==> src/rtl/mas_pkg.sv <==
package mas_pkg;

   localparam int unsigned FACTOR_W = 7;

   // channel codes in slot order
   typedef enum logic [1:0] {
      CH_IB = 2'd0,
      CH_VB = 2'd1,
      CH_IA = 2'd2,
      CH_VA = 2'd3
   } chan_e;

   function automatic logic [FACTOR_W-1:0] mas_factor(input logic [1:0] code);
      logic [FACTOR_W-1:0] f;
      case (code)
         2'd0:    f = 7'd42;
         2'd1:    f = 7'd50;
         2'd2:    f = 7'd84;
         default: f = 7'd100;
      endcase
      return f;
   endfunction

endpackage

==> src/rtl/mas_frame_ctr.sv <==
module mas_frame_ctr #(
   parameter int unsigned TICKS  = 13,
   parameter int unsigned NCH    = 4,
   parameter int unsigned SLOT_W = 4,
   parameter int unsigned CH_W   = 2
) (
   input  logic              clk,
   input  logic              rst_n,
   input  logic              tick_en,
   output logic [CH_W-1:0]   chan_sel,
   output logic              sample_stb,
   output logic              mux_end
);

   localparam logic [SLOT_W-1:0] LAST_SLOT = SLOT_W'(TICKS - 1);
   localparam logic [SLOT_W-1:0] CH_SLOTS  = SLOT_W'(NCH);

   logic [SLOT_W-1:0] slot_q;

   assign mux_end = tick_en && (slot_q == LAST_SLOT);

   always_ff @(posedge clk) begin
      if (!rst_n) begin
         slot_q     <= '0;
         chan_sel   <= '0;
         sample_stb <= 1'b0;
      end else begin
         sample_stb <= 1'b0;
         if (tick_en) begin
            if (slot_q < CH_SLOTS) begin
               sample_stb <= 1'b1;
               chan_sel   <= slot_q[CH_W-1:0];
            end
            if (slot_q == LAST_SLOT) slot_q <= '0;
            else                     slot_q <= slot_q + 1'b1;
         end
      end
   end

endmodule

==> src/rtl/mas_accum_ctr.sv <==
module mas_accum_ctr
   import mas_pkg::*;
#(
   parameter int unsigned CODE_W = 2,
   parameter int unsigned CNT_W  = 6,
   parameter int unsigned TGT_W  = FACTOR_W + CNT_W
) (
   input  logic                    clk,
   input  logic                    rst_n,
   input  logic                    mux_end,
   input  logic [CODE_W+CNT_W-1:0] cfg,
   output logic                    acc_end,
   output logic [TGT_W-1:0]        tgt_q
);

   logic [TGT_W-1:0] cnt_q;
   logic [TGT_W-1:0] tgt_new;
   logic [CNT_W-1:0] cyc_cnt;

   always_comb begin
      cyc_cnt = cfg[CNT_W-1:0];
      if (cyc_cnt == '0) cyc_cnt = CNT_W'(1);
      tgt_new = TGT_W'(mas_factor(cfg[CODE_W+CNT_W-1 -: 2])) * TGT_W'(cyc_cnt);
   end

   assign acc_end = mux_end && (tgt_q != '0) && (cnt_q == tgt_q - 1'b1);

   always_ff @(posedge clk) begin
      if (!rst_n) begin
         cnt_q <= '0;
         tgt_q <= '0;
      end else begin
         if (tgt_q == '0) tgt_q <= tgt_new;
         if (mux_end) begin
            if (acc_end) begin
               cnt_q <= '0;
               tgt_q <= tgt_new;
            end else begin
               cnt_q <= cnt_q + 1'b1;
            end
         end
      end
   end

endmodule

==> src/rtl/mas_sticky_flag.sv <==
module mas_sticky_flag (
   input  logic clk,
   input  logic rst_n,
   input  logic set_i,
   input  logic clr_i,
   output logic flag_o
);

   always_ff @(posedge clk) begin
      if (!rst_n)     flag_o <= 1'b0;
      else if (set_i) flag_o <= 1'b1;
      else if (clr_i) flag_o <= 1'b0;
   end

endmodule

==> src/rtl/mux_accum_seq.sv <==
module mux_accum_seq
   import mas_pkg::*;
#(
   parameter int unsigned TICKS_PER_MUX = 13,
   parameter int unsigned NUM_CHAN      = 4,
   parameter int unsigned CODE_W        = 2,
   parameter int unsigned CNT_W         = 6
) (
   input  logic                    clk,
   input  logic                    rst_n,
   input  logic                    tick_en,
   input  logic [CODE_W+CNT_W-1:0] cfg_byte,
   output logic [1:0]              chan_sel,
   output logic                    sample_stb,
   output logic                    busy_irq,
   input  logic                    busy_clr,
   output logic                    xfer_irq,
   input  logic                    xfer_clr
);

   localparam int unsigned SLOT_W = $clog2(TICKS_PER_MUX);
   localparam int unsigned CH_W   = $clog2(NUM_CHAN);
   localparam int unsigned TGT_W  = FACTOR_W + CNT_W;
   localparam int unsigned NFLAG  = 2;

   if (NUM_CHAN > TICKS_PER_MUX) begin : g_bad_slots
      $error("mux_accum_seq: more channels than ticks per frame");
   end
   if (CH_W != 2) begin : g_bad_chan
      $error("mux_accum_seq: channel select port is two bits wide");
   end
   if (CODE_W != 2) begin : g_bad_code
      $error("mux_accum_seq: factor code must be two bits");
   end

   logic             mux_end;
   logic             acc_end;
   logic [TGT_W-1:0] acc_tgt;
   logic [NFLAG-1:0] flag_set;
   logic [NFLAG-1:0] flag_clr;
   logic [NFLAG-1:0] flag_q;

   mas_frame_ctr #(
      .TICKS (TICKS_PER_MUX),
      .NCH   (NUM_CHAN),
      .SLOT_W(SLOT_W),
      .CH_W  (CH_W)
   ) u_frame (
      .clk       (clk),
      .rst_n     (rst_n),
      .tick_en   (tick_en),
      .chan_sel  (chan_sel),
      .sample_stb(sample_stb),
      .mux_end   (mux_end)
   );

   mas_accum_ctr #(
      .CODE_W(CODE_W),
      .CNT_W (CNT_W),
      .TGT_W (TGT_W)
   ) u_accum (
      .clk    (clk),
      .rst_n  (rst_n),
      .mux_end(mux_end),
      .cfg    (cfg_byte),
      .acc_end(acc_end),
      .tgt_q  (acc_tgt)
   );

   assign flag_set = {acc_end, mux_end};
   assign flag_clr = {xfer_clr, busy_clr};

   for (genvar g = 0; g < NFLAG; g++) begin : g_flag
      mas_sticky_flag u_flag (
         .clk   (clk),
         .rst_n (rst_n),
         .set_i (flag_set[g]),
         .clr_i (flag_clr[g]),
         .flag_o(flag_q[g])
      );
   end

   assign busy_irq = flag_q[0];
   assign xfer_irq = flag_q[1];

endmodule

==> config.mk <==
export PLATFORM = sky130hd
export DESIGN_NAME = mux_accum_seq
export DESIGN_NICKNAME = d
export VERILOG_FILES = /design/src/rtl/mas_pkg.sv /design/src/rtl/mas_frame_ctr.sv /design/src/rtl/mas_accum_ctr.sv /design/src/rtl/mas_sticky_flag.sv /design/src/rtl/mux_accum_seq.sv
export SDC_FILE = /design/constraint.sdc
export NUM_CORES = 1
export LEC_CHECK = 0
export BUFFER_PORTS_ARGS = -buffer_cell sky130_fd_sc_hd__buf_4
export CORE_ASPECT_RATIO = 0.9
export CORE_UTILIZATION = 62
export DETAILED_ROUTE_END_ITERATION = 8
export GPL_TIMING_DRIVEN = 1
export PLACE_DENSITY = 0.81
export SYNTH_ARGS = -nofsm -noshare
export SYNTH_HDL_FRONTEND = slang
export SYNTH_SLANG_ARGS = --single-unit
==> constraint.sdc <==
create_clock -name clk -period 5.9 [get_ports clk]
set_input_delay 0.295 -clock clk [delete_from_list [all_inputs] [get_ports clk]]
set_output_delay 0.295 -clock clk [all_outputs]
set_load 0.03 [all_outputs]
# == Word level (Yosys, flattened, before mapping) ==
# Cells that the tools add are included.
# totals
in_bits,13
register_bits,35
output_inout_bits,5
wordCells,39
# op_classes
mux,12
magnitude_cmp,1
reduce_logical,11
eq_ne,4
addsub,3
multipliers,1
# ops
operator,count
two-way mux 13 bit,4
one-hot mux 7 bit (3 select lines),1
"adder 13 x 1 -> 13 bit, second input constant",1
== test 13 bit,1
zero test 13 bit,1
multiplier 7 x 6 -> 13 bit,1
nonzero test 13 bit,1
"subtractor 13 x 1 -> 13 bit, second input constant",1
zero test 6 bit,1
two-way mux 6 bit,1
two-way mux 1 bit,5
"adder 4 x 1 -> 4 bit, second input constant",1
"== test 4 bit, second input constant",1
"< comparator 4 x 3 -> 1 bit, second input constant",1
two-way mux 4 bit,1
AND reduction 2 bit,2
nonzero test 2 bit,2
logical AND 1 bit,3
"== test 2 x 1 -> 1 bit, second input constant",1
"== test 2 bit, second input constant",1
zero test 2 bit,1

# == Logic depth before layout (Yosys ltp) ==
# Gate-level depths: netlist of run 1.
# depth
ltp_word,6
depth_mapped,18
ltp_nobuf,18

# == Modules after synthesis ==
# Synthesis of run 1 repeated with hierarchy kept, for this count alone.
# unflattened
hier_cells,354
hier_area_um2,3096.7
# modules_own_cells
mod,instances,area_per_inst_um2,seq_area_each_um2,cells_per_inst
mas_accum_ctr,1,2687.6,520.5,312
mas_frame_ctr,1,326.6,140.1,36
mas_sticky_flag,2,41.3,20.0,3

# == Least setup slack after synthesis of run 1 ==
# Ideal clock, no wire load.
# synth_timing
path_type,input port to flip-flop
from,input port cfg_byte[1]
to,register u_accum.tgt_q[12]
arrival_ns,4.304
setup_ns,0.122
setup_slack_ns,1.474
path_stages,16
path_buffers,0
required_time_ns,5.778
cell_sequence,or4_1 > o21bai_1 > and2_1 > fa_1 > inv_1 > fa_1 > fa_1 > inv_1 > ha_1 > a21o_1 > a21oi_1 > o21ai_0 > a31oi_1 > or3_1 > o311ai_1 > a311o_1
# synth_between
elab_chain_cells,6
# synth_rtl
item,line_no,rtl
"start, declared",mux_accum_seq.sv:12,"input logic [CODE_W+CNT_W-1:0] cfg_byte,"
zero test 6 bit,mas_accum_ctr.sv:22,if (cyc_cnt == '0) cyc_cnt = CNT_W'(1);
two-way mux 6 bit *,mas_accum_ctr.sv:22,
multiplier 7 x 6 -> 13 bit *,mas_accum_ctr.sv:23,tgt_new = TGT_W'(mas_factor(cfg[CODE_W+CNT_W-1 -: 2])) * TGT_W'(cyc_cnt);
two-way mux 13 bit,mas_accum_ctr.sv:33,if (tgt_q == '0) tgt_q <= tgt_new;
two-way mux 13 bit,mas_accum_ctr.sv:35,if (acc_end) begin
two-way mux 13 bit *,mas_accum_ctr.sv:34,if (mux_end) begin
"end signal, assigned",mas_accum_ctr.sv:33,
"end signal, assigned",mas_accum_ctr.sv:37,tgt_q <= tgt_new;
"end, declared",mas_accum_ctr.sv:13,output logic [TGT_W-1:0] tgt_q
# Mark *: on every way between the ends. The rest lies on a longest branch, timed or not.
# A chain may end at the register's enable or synchronous reset.

# == Final worst setup path of run 1 ==
# Ends and elaborated chain as after synthesis.

==> flow_summary_export.csv, run 1 <==
group,metric,value,unit
grt,antenna_found_initial,0,
final_layout,nets,437,
timing,worstMarginPinSlew,0.638,ns
clock_network,clockBufferDepth,2,
clock_network,cts_tree,"built",
grt,grt_pass1_wl,10.4,mm
route,dr.pass1.iters,5,
grt,grt.overflow.total,0,
pwr,powerDensity,354,nW/µm²
timing,rsz0062_at_grt,"no",
synthesis,synth_top_cell_area_share,0.230,
timing,finalCritPeriodShare,0.789,
placed_design,portBuffers,17,
floorplanning,start_util,0.666,
clock_network,clkLatencyLatePin,0.30,ns
floorplanning,dieArea,5200,µm²
timing,setup-violations-final,0,
timing,slew_violations,0,
pwr,power_leakage,1.53,nW
placed_design,gp_congestion,0.943,
route,wl_per_cell,13.9,µm
worst_hold_path,hp-class,"in -> reg",
timing,fmax,215,MHz
route,wl,6.11,mm
status,outcome,"finished clean",
critical_path,startpoint_type,"input port",
clock_network,post_cts_buffers,0,
synthesis,syn-num-nets,422,
critical_path,cpMostUsedCell,"fa_1",
route,drtIter0Drc,126,
placed_design,dp_hpwl,4.70,mm
timing,slew_headroom,0.571,
clock_network,h-tree-depth,2,
clock_network,clk_pin_slew,0.08,ns
timing,fin_crit,4.66,ns
final_layout,drive_gt1_frac,0.0899,
critical_path,cpPeakStageDelay,0.55,ns
grt,grt_pass1_vias,2287,
route,vias,2503,
critical_path,worstPathCellList,"buf_4, or4_1, o21bai_1, and2_1, fa_1, inv_1, fa_1, fa_1, inv_1, ha_1, a21o_1, a21oi_1, o21ai_0, a31oi_1, or3_1, o311ai_1, a311o_1",
synthesis,synth_common_cells,"inv_1, nand2_1, dfxtp_1, ha_1, nor2_1",
final_layout,num_antenna_cells,0,
critical_path,required,6.08,ns
timing,hold_violations,0,
clock_network,cts_resized,0,
synthesis,synth.most_common_cell,"inv_1",
job,cap_violations,0,
final_layout,ff_latch_area,701,µm²
floorplanning,io_pins,18,
critical_path,timing_worst_setup_path_type,"in -> reg",
synthesis,yosys_warnings,0,
critical_path,cp_max_fo,6,
clock_network,hold_buffers,0,
synthesis,yosys_most_used_dff,"dfxtp_1",
route,ant_nets,0,
critical_path,crit_arrival,4.84,ns
synthesis,synth_largest_area_cell,"dfxtp_1",
critical_path,cp-end-kind,"register",
critical_path,slowest_stage,"or4_1",
grt,grtUsageTotal,0.251,
floorplanning,core,4580,µm²
synthesis,ys_ff_latch,35,
clock_network,cts.sinks,35,
timing,finClkSkew,0.00994,ns
grt,grt_max_degree,40,
floorplanning,die_w,75.9,µm
synthesis,synth.cell_area,3050,µm²
route,remaining_drc_errors,0,
synthesis,syn_inst,362,
synthesis,yosysUniqueCellTypes,55,
synthesis,synth-edff-count,0,
clock_network,clockRootBuffer,"clkbuf_8",
synthesis,synth.avg_cell_area,8.42,µm²
pwr,vdd_drop_max,0.244,mV
final_layout,multi_input_area,2160,µm²
synthesis,ys_seq_area_frac,0.230,
synthesis,synth.area.top_cells,"dfxtp_1, ha_1, fa_1",
final_layout,area_growth,9.23,%
final_layout,final_util,0.728,
route,vias_per_cell,5.69,
synthesis,async_flop_share,0,
floorplanning,fp.dieH,68.5,µm
clock_network,numCtsBuffers,5,
timing,tns,0,ns
floorplanning,rows,23,
final_layout,fill_cells,363,
==> worst max-delay path, delay by kind of cell <==
family | cells | cell delay, ns
AO/OA/AOI/OAI | 7 | 1.63
buffers and inverters | 3 | 0.25
adder cells (fa/ha/maj) | 4 | 1.73
AND/OR/NAND/NOR | 3 | 0.93
==> stage by stage <==
| step | setup WS [ns] | hold WS (ns) | power (mW) | std cells | area (µm²) |
|---|---|---|---|---|---|
| after floorplan | 1.47 | 0.432 | 0.827 | 362 | 3050 |
| after global placement | 1.18 | 0.457 | 0.919 | 432 | 3220 |
| after detailed placement | 0.978 | 0.462 | 0.941 | 432 | 3220 |
| after CTS | 1.27 | 0.251 | 1.17 | 440 | 3330 |
| after global routing | 1.03 | 0.274 | 1.27 | 440 | 3330 |
| final | 1.24 | 0.252 | 1.18 | 440 | 3330 |
==> area by class of cell <==
type                            instances  area share
Sequential cell                        35       0.210
Clock buffer                            5      0.0207
Inverter                               40      0.0451
Tap cell                               62      0.0233
Timing Repair Buffer                   17      0.0383
Clock inverter                          3      0.0131
Multi-Input combinational cell        278       0.649
==> cells by family (layout without fill, tap and decap cells) <==
family,Yosys count,in the layout,synth area share
fa+ha+maj,47,47,0.235
xor+xnor,34,34,0.0977
buf+inv,49,65,0.0611
simple gates,148,148,0.258
mux,6,6,0.0197
flops,35,35,0.230
compound gates,43,43,0.0993
==> layout by cell type (no fill, tap or decap), types with 2 or more instances in the layout <==
master    count
a21o_1        2
a21oi_1       7
nand4b_1      2
and3_1        3
buf_4        17
dfxtp_1      35
a21boi_1      2
xor2_1       19
ha_1         30
nor4_1        2
nor3_1        7
mux2i_1       6
o21ai_1       8
nand3_1      18
nand2_1      38
nor2b_1       8
or4_1         3
clkbuf_8      5
o21ai_0       7
or3_1         4
nand4_1       4
xnor2_1      15
fa_1         17
nor4bb_1      2
o21bai_1      2
nand2b_1      6
or2_2         2
nor2_1       26
inv_1        39
and2_1       14
==> sequential cells by signal (all words and copies together) (netlist names) <==
name                  flops
g_flag.u_flag.flag_o      2
u_frame.slot_q            4
u_frame.sample_stb        1
u_accum.cnt_q            13
u_accum.tgt_q            13
u_frame.chan_sel          2
==> path summary, 6_finish.rpt <==
path	startpoint	end	slack [ns]	depth (start not counted)
worst max-delay path	cfg_byte[1]	u_accum.tgt_q[12]	1.24	17
worst min-delay path	xfer_clr	g_flag[1].u_flag.flag_o	0.25	3
worst max register to register	u_accum.tgt_q[0]	u_accum.cnt_q[12]	2.84	9
worst min register to register	g_flag[1].u_flag.flag_o	g_flag[1].u_flag.flag_o	0.47	2
==> where the power goes <==
group	leakage, nW	switching [mW]	internal (mW)
sequential	0.284	0.0490	0.272
combinational	1.19	0.359	0.276
clock	0.0581	0.0971	0.126
total	1.53	0.506	0.673
==> layer usage <==
metal / up-vias / global-route usage / part of all wire
met2: 56 / 0.469 / 0.48
met1: 1198 / 0.311 / 0.47
li1: 1241 / - / -
met5: - / 0 / 0
met3: 8 / 0.0316 / 0.039
met4: 0 / 0.0793 / 0.012
No activity file was read; power rests on OpenSTA's default activity.
==> inputs of run 2 (changes only) <==
- clock period: 5.9 -> 4.34 ns (I/O delays scaled with it)
==> run 2 against run 1 <==
  * Core utilization is 1.6 points higher
  * Global-route usage is 0.93 points higher
  * First-iteration DRC count is 45% lower
  * Setup slack worse by 1.0 ns
  * Sequential share of layout area is 0.46 points lower
  * Critical path type unchanged
  * Critical endpoint unchanged
  * Highest routed layer unchanged
==> flow_summary_export.csv, run 2 (same netlist as run 1, synthesis figures left out) <==
group,metric,value,unit
critical_path,cp_max_fo,6,
grt,grt_pass1_vias,2349,
final_layout,nets,446,
clock_network,clkLatencyLatePin,0.30,ns
placed_design,gp_congestion,0.869,
clock_network,numCtsBuffers,5,
placed_design,dpl_cell_area,3290,µm²
final_layout,stdcell_count,449,
clock_network,h-tree-depth,2,
floorplanning,dieArea,5200,µm²
route,drtIter0Drc,69,
placed_design,portBuffers,17,
timing,worstMarginPinSlew,0.616,ns
floorplanning,rows,23,
grt,grt_pass1_wl,10.7,mm
critical_path,cpMostUsedCell,"fa_1",
placed_design,placedCellCount,441,
floorplanning,io_pins,18,
critical_path,cp-end-kind,"register",
critical_path,timing_worst_setup_path_type,"in -> reg",
floorplanning,start_util,0.666,
final_layout,ff_latch_area,701,µm²
timing,finClkSkew,0.0100,ns
timing,finalCritPeriodShare,0.945,
critical_path,startpoint_type,"input port",
clock_network,hold_buffers,0,
floorplanning,die_w,75.9,µm
placed_design,dp_slack,-0.0948,ns
timing,fin_crit,4.10,ns
timing,slew_violations,0,
critical_path,crit_arrival,4.29,ns
route,ant_nets,0,
grt,grtUsageTotal,0.261,
route,vias_per_cell,5.63,
final_layout,fill_cells,345,
final_layout,largest_registers,"u_accum.cnt_q: 13 flops, u_accum.tgt_q: 13 flops, u_frame.slot_q: 4 flops",
grt,grt.overflow.total,0,
final_layout,final_cell_mix,"inv_1, nand2_1, dfxtp_1",
clock_network,clockBufferDepth,2,
clock_network,clockRootBuffer,"clkbuf_8",
route,wl_per_cell,13.5,µm
clock_network,cts.sinks,35,
critical_path,slowest_stage,"fa_1",
timing,finalWorstSetupSlack,0.237,ns
critical_path,cpPeakStageDelay,0.54,ns
final_layout,multi_input_area,2170,µm²
floorplanning,core,4580,µm²
final_layout,mostFrequentLayoutCell,"inv_1",
pwr,power_leakage,1.57,nW
job,cap_violations,0,
final_layout,num_antenna_cells,0,
timing,slew_headroom,0.585,
timing,hold_violations,0,
pwr,powerDensity,476,nW/µm²
clock_network,post_cts_buffers,0,
route,remaining_drc_errors,0,
grt,antenna_found_initial,0,
final_layout,stdcell_area,3400,µm²
timing,setup-violations-final,0,
clock_network,cts_resized,0,
route,wl,6.07,mm
clock_network,cts_tree,"built",
worst_hold_path,hp-class,"in -> reg",
final_layout,area_growth,11.7,%
critical_path,required,4.52,ns
route,vias,2526,
placed_design,dp_hpwl,4.74,mm
timing,fmax,244,MHz
final_layout,drive_gt1_frac,0.114,
floorplanning,fp.dieH,68.5,µm
timing,fin_hold_ws,0.184,ns
clock_network,clk_pin_slew,0.08,ns
status,outcome,"finished clean",
route,dr.pass1.iters,4,
pwr,vdd_drop_max,0.373,mV
grt,grt_max_degree,40,
critical_path,worstPathCellList,"buf_4, or4_1, o21bai_1, and2_1, fa_1, inv_1, fa_1, fa_1, inv_1, ha_1, a21o_1, a21oi_1, o21ai_0, a31oi_2, or3_1, o311ai_1, a311o_1",
==> run 2: final timing paths <==
kind / start / to / slack, ns / cells after the start
worst max register to register: u_accum.tgt_q[0] / u_accum.cnt_q[9] / 1.32 / 9
worst max-delay path: cfg_byte[3] / u_accum.tgt_q[12] / 0.24 / 17
worst min register to register: g_flag[0].u_flag.flag_o / g_flag[0].u_flag.flag_o / 0.48 / 2
worst min-delay path: xfer_clr / g_flag[1].u_flag.flag_o / 0.18 / 3
==> run 2: through the flow <==
step | utilization | power (mW) | setup TNS [ns]
2_1_floorplan | - | 1.12 | 0
3_5_place_dp | 0.718 | 1.30 | -0.122
3_3_place_gp | 0.718 | 1.26 | 0
6_report | 0.744 | 1.62 | 0
4_1_cts | 0.743 | 1.61 | 0
5_1_grt | 0.744 | 1.75 | -0.00804
==> run 2: worst max-delay path: cells and delay by family <==
family                   cells  cell delay (ns)
buffers and inverters        3             0.25
AO/OA/AOI/OAI                7             1.26
AND/OR/NAND/NOR              3             0.85
adder cells (fa/ha/maj)      4             1.70
==> run 2: final cells by class <==
cell class                 instances  share of cell area
sequential                        35               0.206
multi-input combinational        278               0.637
clock inverter                     3              0.0129
clock buffer                       5              0.0202
tap                               62              0.0228
inverter                          40              0.0441
timing repair buffer              26              0.0573
==> run 2: layer usage <==
layer / global-route usage / wire length (µm) / vias up
met1: 0.349 / 3000 / 1209
met4: 0.101 / 110 / 0
met5: 0 / 0 / -
met3: 0.0395 / 195 / 12
met2: 0.434 / 2770 / 42
li1: - / - / 1263
==> run 2: where the power goes <==
group          total [mW]  switching [mW]  internal [mW]  leakage (nW)
registers           0.435          0.0650          0.370         0.284
clock network       0.299           0.128          0.171        0.0581
logic               0.886           0.496          0.389          1.23
==> inputs of run 3 (changes only) <==
- CORE_ASPECT_RATIO: 0.9 -> 1.4
- SLEW_MARGIN: unset -> 20
==> run 3 against run 2 <==
  * Clock power up 2%
  * First-iteration DRC count rose by 150%
  * Non-clock buffer count shrank 1
  * Register-to-register slack got worse by 0.07 ns
  * Final cell count down 0.22%
  * Maximum frequency up 0.81%
  * Via count is 0.99% lower
  * Largest cell class unchanged
==> flow_summary_export.csv, run 3 (same netlist as run 1, synthesis figures left out) <==
group,metric,value,unit
floorplanning,dieArea,5210,µm²
floorplanning,io_pins,18,
placed_design,dp_hpwl,4.85,mm
final_layout,fill_cells,379,
route,wl,6.04,mm
placed_design,dp_slack,-0.0907,ns
clock_network,h-tree-depth,2,
job,cap_violations,0,
critical_path,r2r_start,"u_accum.tgt_q[0]",
floorplanning,die_w,61.3,µm
timing,fin_crit,4.07,ns
final_layout,nets,445,
grt,grt_pass1_wl,10.5,mm
floorplanning,start_util,0.657,
critical_path,cpPeakStageDelay,0.54,ns
final_layout,largest_registers,"u_accum.cnt_q: 13 flops, u_accum.tgt_q: 13 flops, u_frame.slot_q: 4 flops",
clock_network,clkLatencyLatePin,0.29,ns
timing,fin_hold_ws,0.176,ns
route,wl_met1,2.40,mm
final_layout,drive_gt1_frac,0.130,
worst_hold_path,min_path_cells,3,
critical_path,timing_worst_setup_path_type,"in -> reg",
route,wl_met2,3.36,mm
route,vias_per_cell,5.58,
grt,antenna_found_initial,0,
clock_network,post_cts_buffers,0,
final_layout,num_antenna_cells,0,
timing,fmax,246,MHz
critical_path,worstReg2RegEnd,"u_accum.cnt_q[4]",
route,wl_per_cell,13.5,µm
critical_path,rr_worst_depth,9,
placed_design,portBuffers,17,
grt,grt_max_degree,40,
critical_path,cpMostUsedCell,"fa_1",
worst_hold_path,whs_endpoint,"g_flag[1].u_flag.flag_o",
critical_path,slowest_stage,"fa_1",
timing,hold_violations,0,
final_layout,ff_latch_area,701,µm²
final_layout,final_util,0.738,
timing,finalCritPeriodShare,0.938,
timing,rsz0062_at_grt,"no",
pwr,fin_total_pwr,1.61,mW
timing,finalWorstSetupSlack,0.270,ns
pwr,power_leakage,1.58,nW
final_layout,stdcell_count,448,
clock_network,cts_tree,"built",
grt,grtUsageTotal,0.264,
worst_hold_path,hold_start,"xfer_clr",
route,wl_met3,99,µm
clock_network,numCtsBuffers,5,
clock_network,clockRootBuffer,"clkbuf_8",
route,dr.pass1.iters,4,
final_layout,final_cell_mix,"inv_1, nand2_1, dfxtp_1",
grt,grt.overflow.total,0,
final_layout,area_growth,12.4,%
grt,grt_pass1_vias,2507,
clock_network,clk_pin_slew,0.07,ns
worst_hold_path,hp-class,"in -> reg",
timing,finClkSkew,0.00606,ns
critical_path,worstPathCellList,"buf_4, or4_4, o21bai_2, and2_4, fa_1, inv_1, fa_1, fa_1, inv_1, ha_1, a21o_1, a21oi_2, o21ai_0, a31oi_1, or3_1, o311ai_1, a311o_1",
placed_design,placedCellCount,440,
pwr,powerDensity,471,nW/µm²
critical_path,startpoint_type,"input port",
route,remaining_drc_errors,0,
critical_path,cp-end-kind,"register",
final_layout,mostFrequentLayoutCell,"inv_1",
floorplanning,rows,29,
route,dr.max_layer_used,"met4",
timing,slew_headroom,0.581,
route,vias,2501,
timing,worstMarginPinSlew,0.623,ns
timing,setup-violations-final,0,
floorplanning,fp.dieH,85.0,µm
clock_network,cts.sinks,35,
pwr,vdd_drop_max,0.210,mV
final_layout,multi_input_area,2190,µm²
clock_network,clockBufferDepth,2,
timing,slew_violations,0,
route,ant_nets,0,
critical_path,required,4.52,ns
critical_path,crit_arrival,4.25,ns
critical_path,cp_max_fo,3,
status,outcome,"finished clean",
route,drtIter0Drc,171,
critical_path,rrSetupSlack,1.25,ns
placed_design,gp_congestion,0.820,
floorplanning,core,4640,µm²
## run 3: per-layer routing
metal,up-vias,GRT usage
met3,16,0.0396
met1,1200,0.269
met4,0,0.0992
li1,1256,-
met5,-,0
met2,29,0.507
## run 3: repair_timing
item / in CTS / in global routing
hold buffers: 0 / 0
endpoints found under the setup margin: 0 / 2
gates resized for setup: 0 / 9
## run 3: worst max path at each step
stage | start | to | slack (ns)
final | cfg_byte[1] | u_accum.tgt_q[12] | 0.27
after global routing | cfg_byte[1] | u_accum.tgt_q[12] | 0.02
after CTS | cfg_byte[1] | u_accum.tgt_q[12] | 0.20
after detailed placement | cfg_byte[1] | u_accum.tgt_q[12] | -0.09
after global placement | cfg_byte[1] | u_accum.tgt_q[12] | 0.06
after floorplan | cfg_byte[1] | u_accum.tgt_q[12] | 0.03
## run 3: area by class of cell
type                    count  share of cell area
inverters                  40              0.0438
clock buffers               6              0.0241
repair buffers             25              0.0547
well taps                  62              0.0226
clock inverters             2              0.0102
multi-input cells         278               0.640
flip-flops and latches     35               0.204
## run 3: metrics by stage
step           cell area [µm²]  setup TNS, ns
2_1_floorplan             3050              0
3_3_place_gp              3280              0
3_5_place_dp              3280         -0.126
4_1_cts                   3400              0
5_1_grt                   3430              0
6_report                  3430              0
## run 3: critical path, delay by kind of cell
kind | cells | cell delay (ns)
and+or+nand+nor | 3 | 0.84
adders and majority gates | 4 | 1.67
buffers and inverters | 3 | 0.23
AOI/OAI and AO/OA | 7 | 1.27
## run 3: where the power goes
group	switching, mW	total (mW)	internal, mW
sequential	0.0654	0.435	0.370
clock	0.119	0.305	0.186
combinational	0.482	0.873	0.391
total	0.667	1.61	0.947
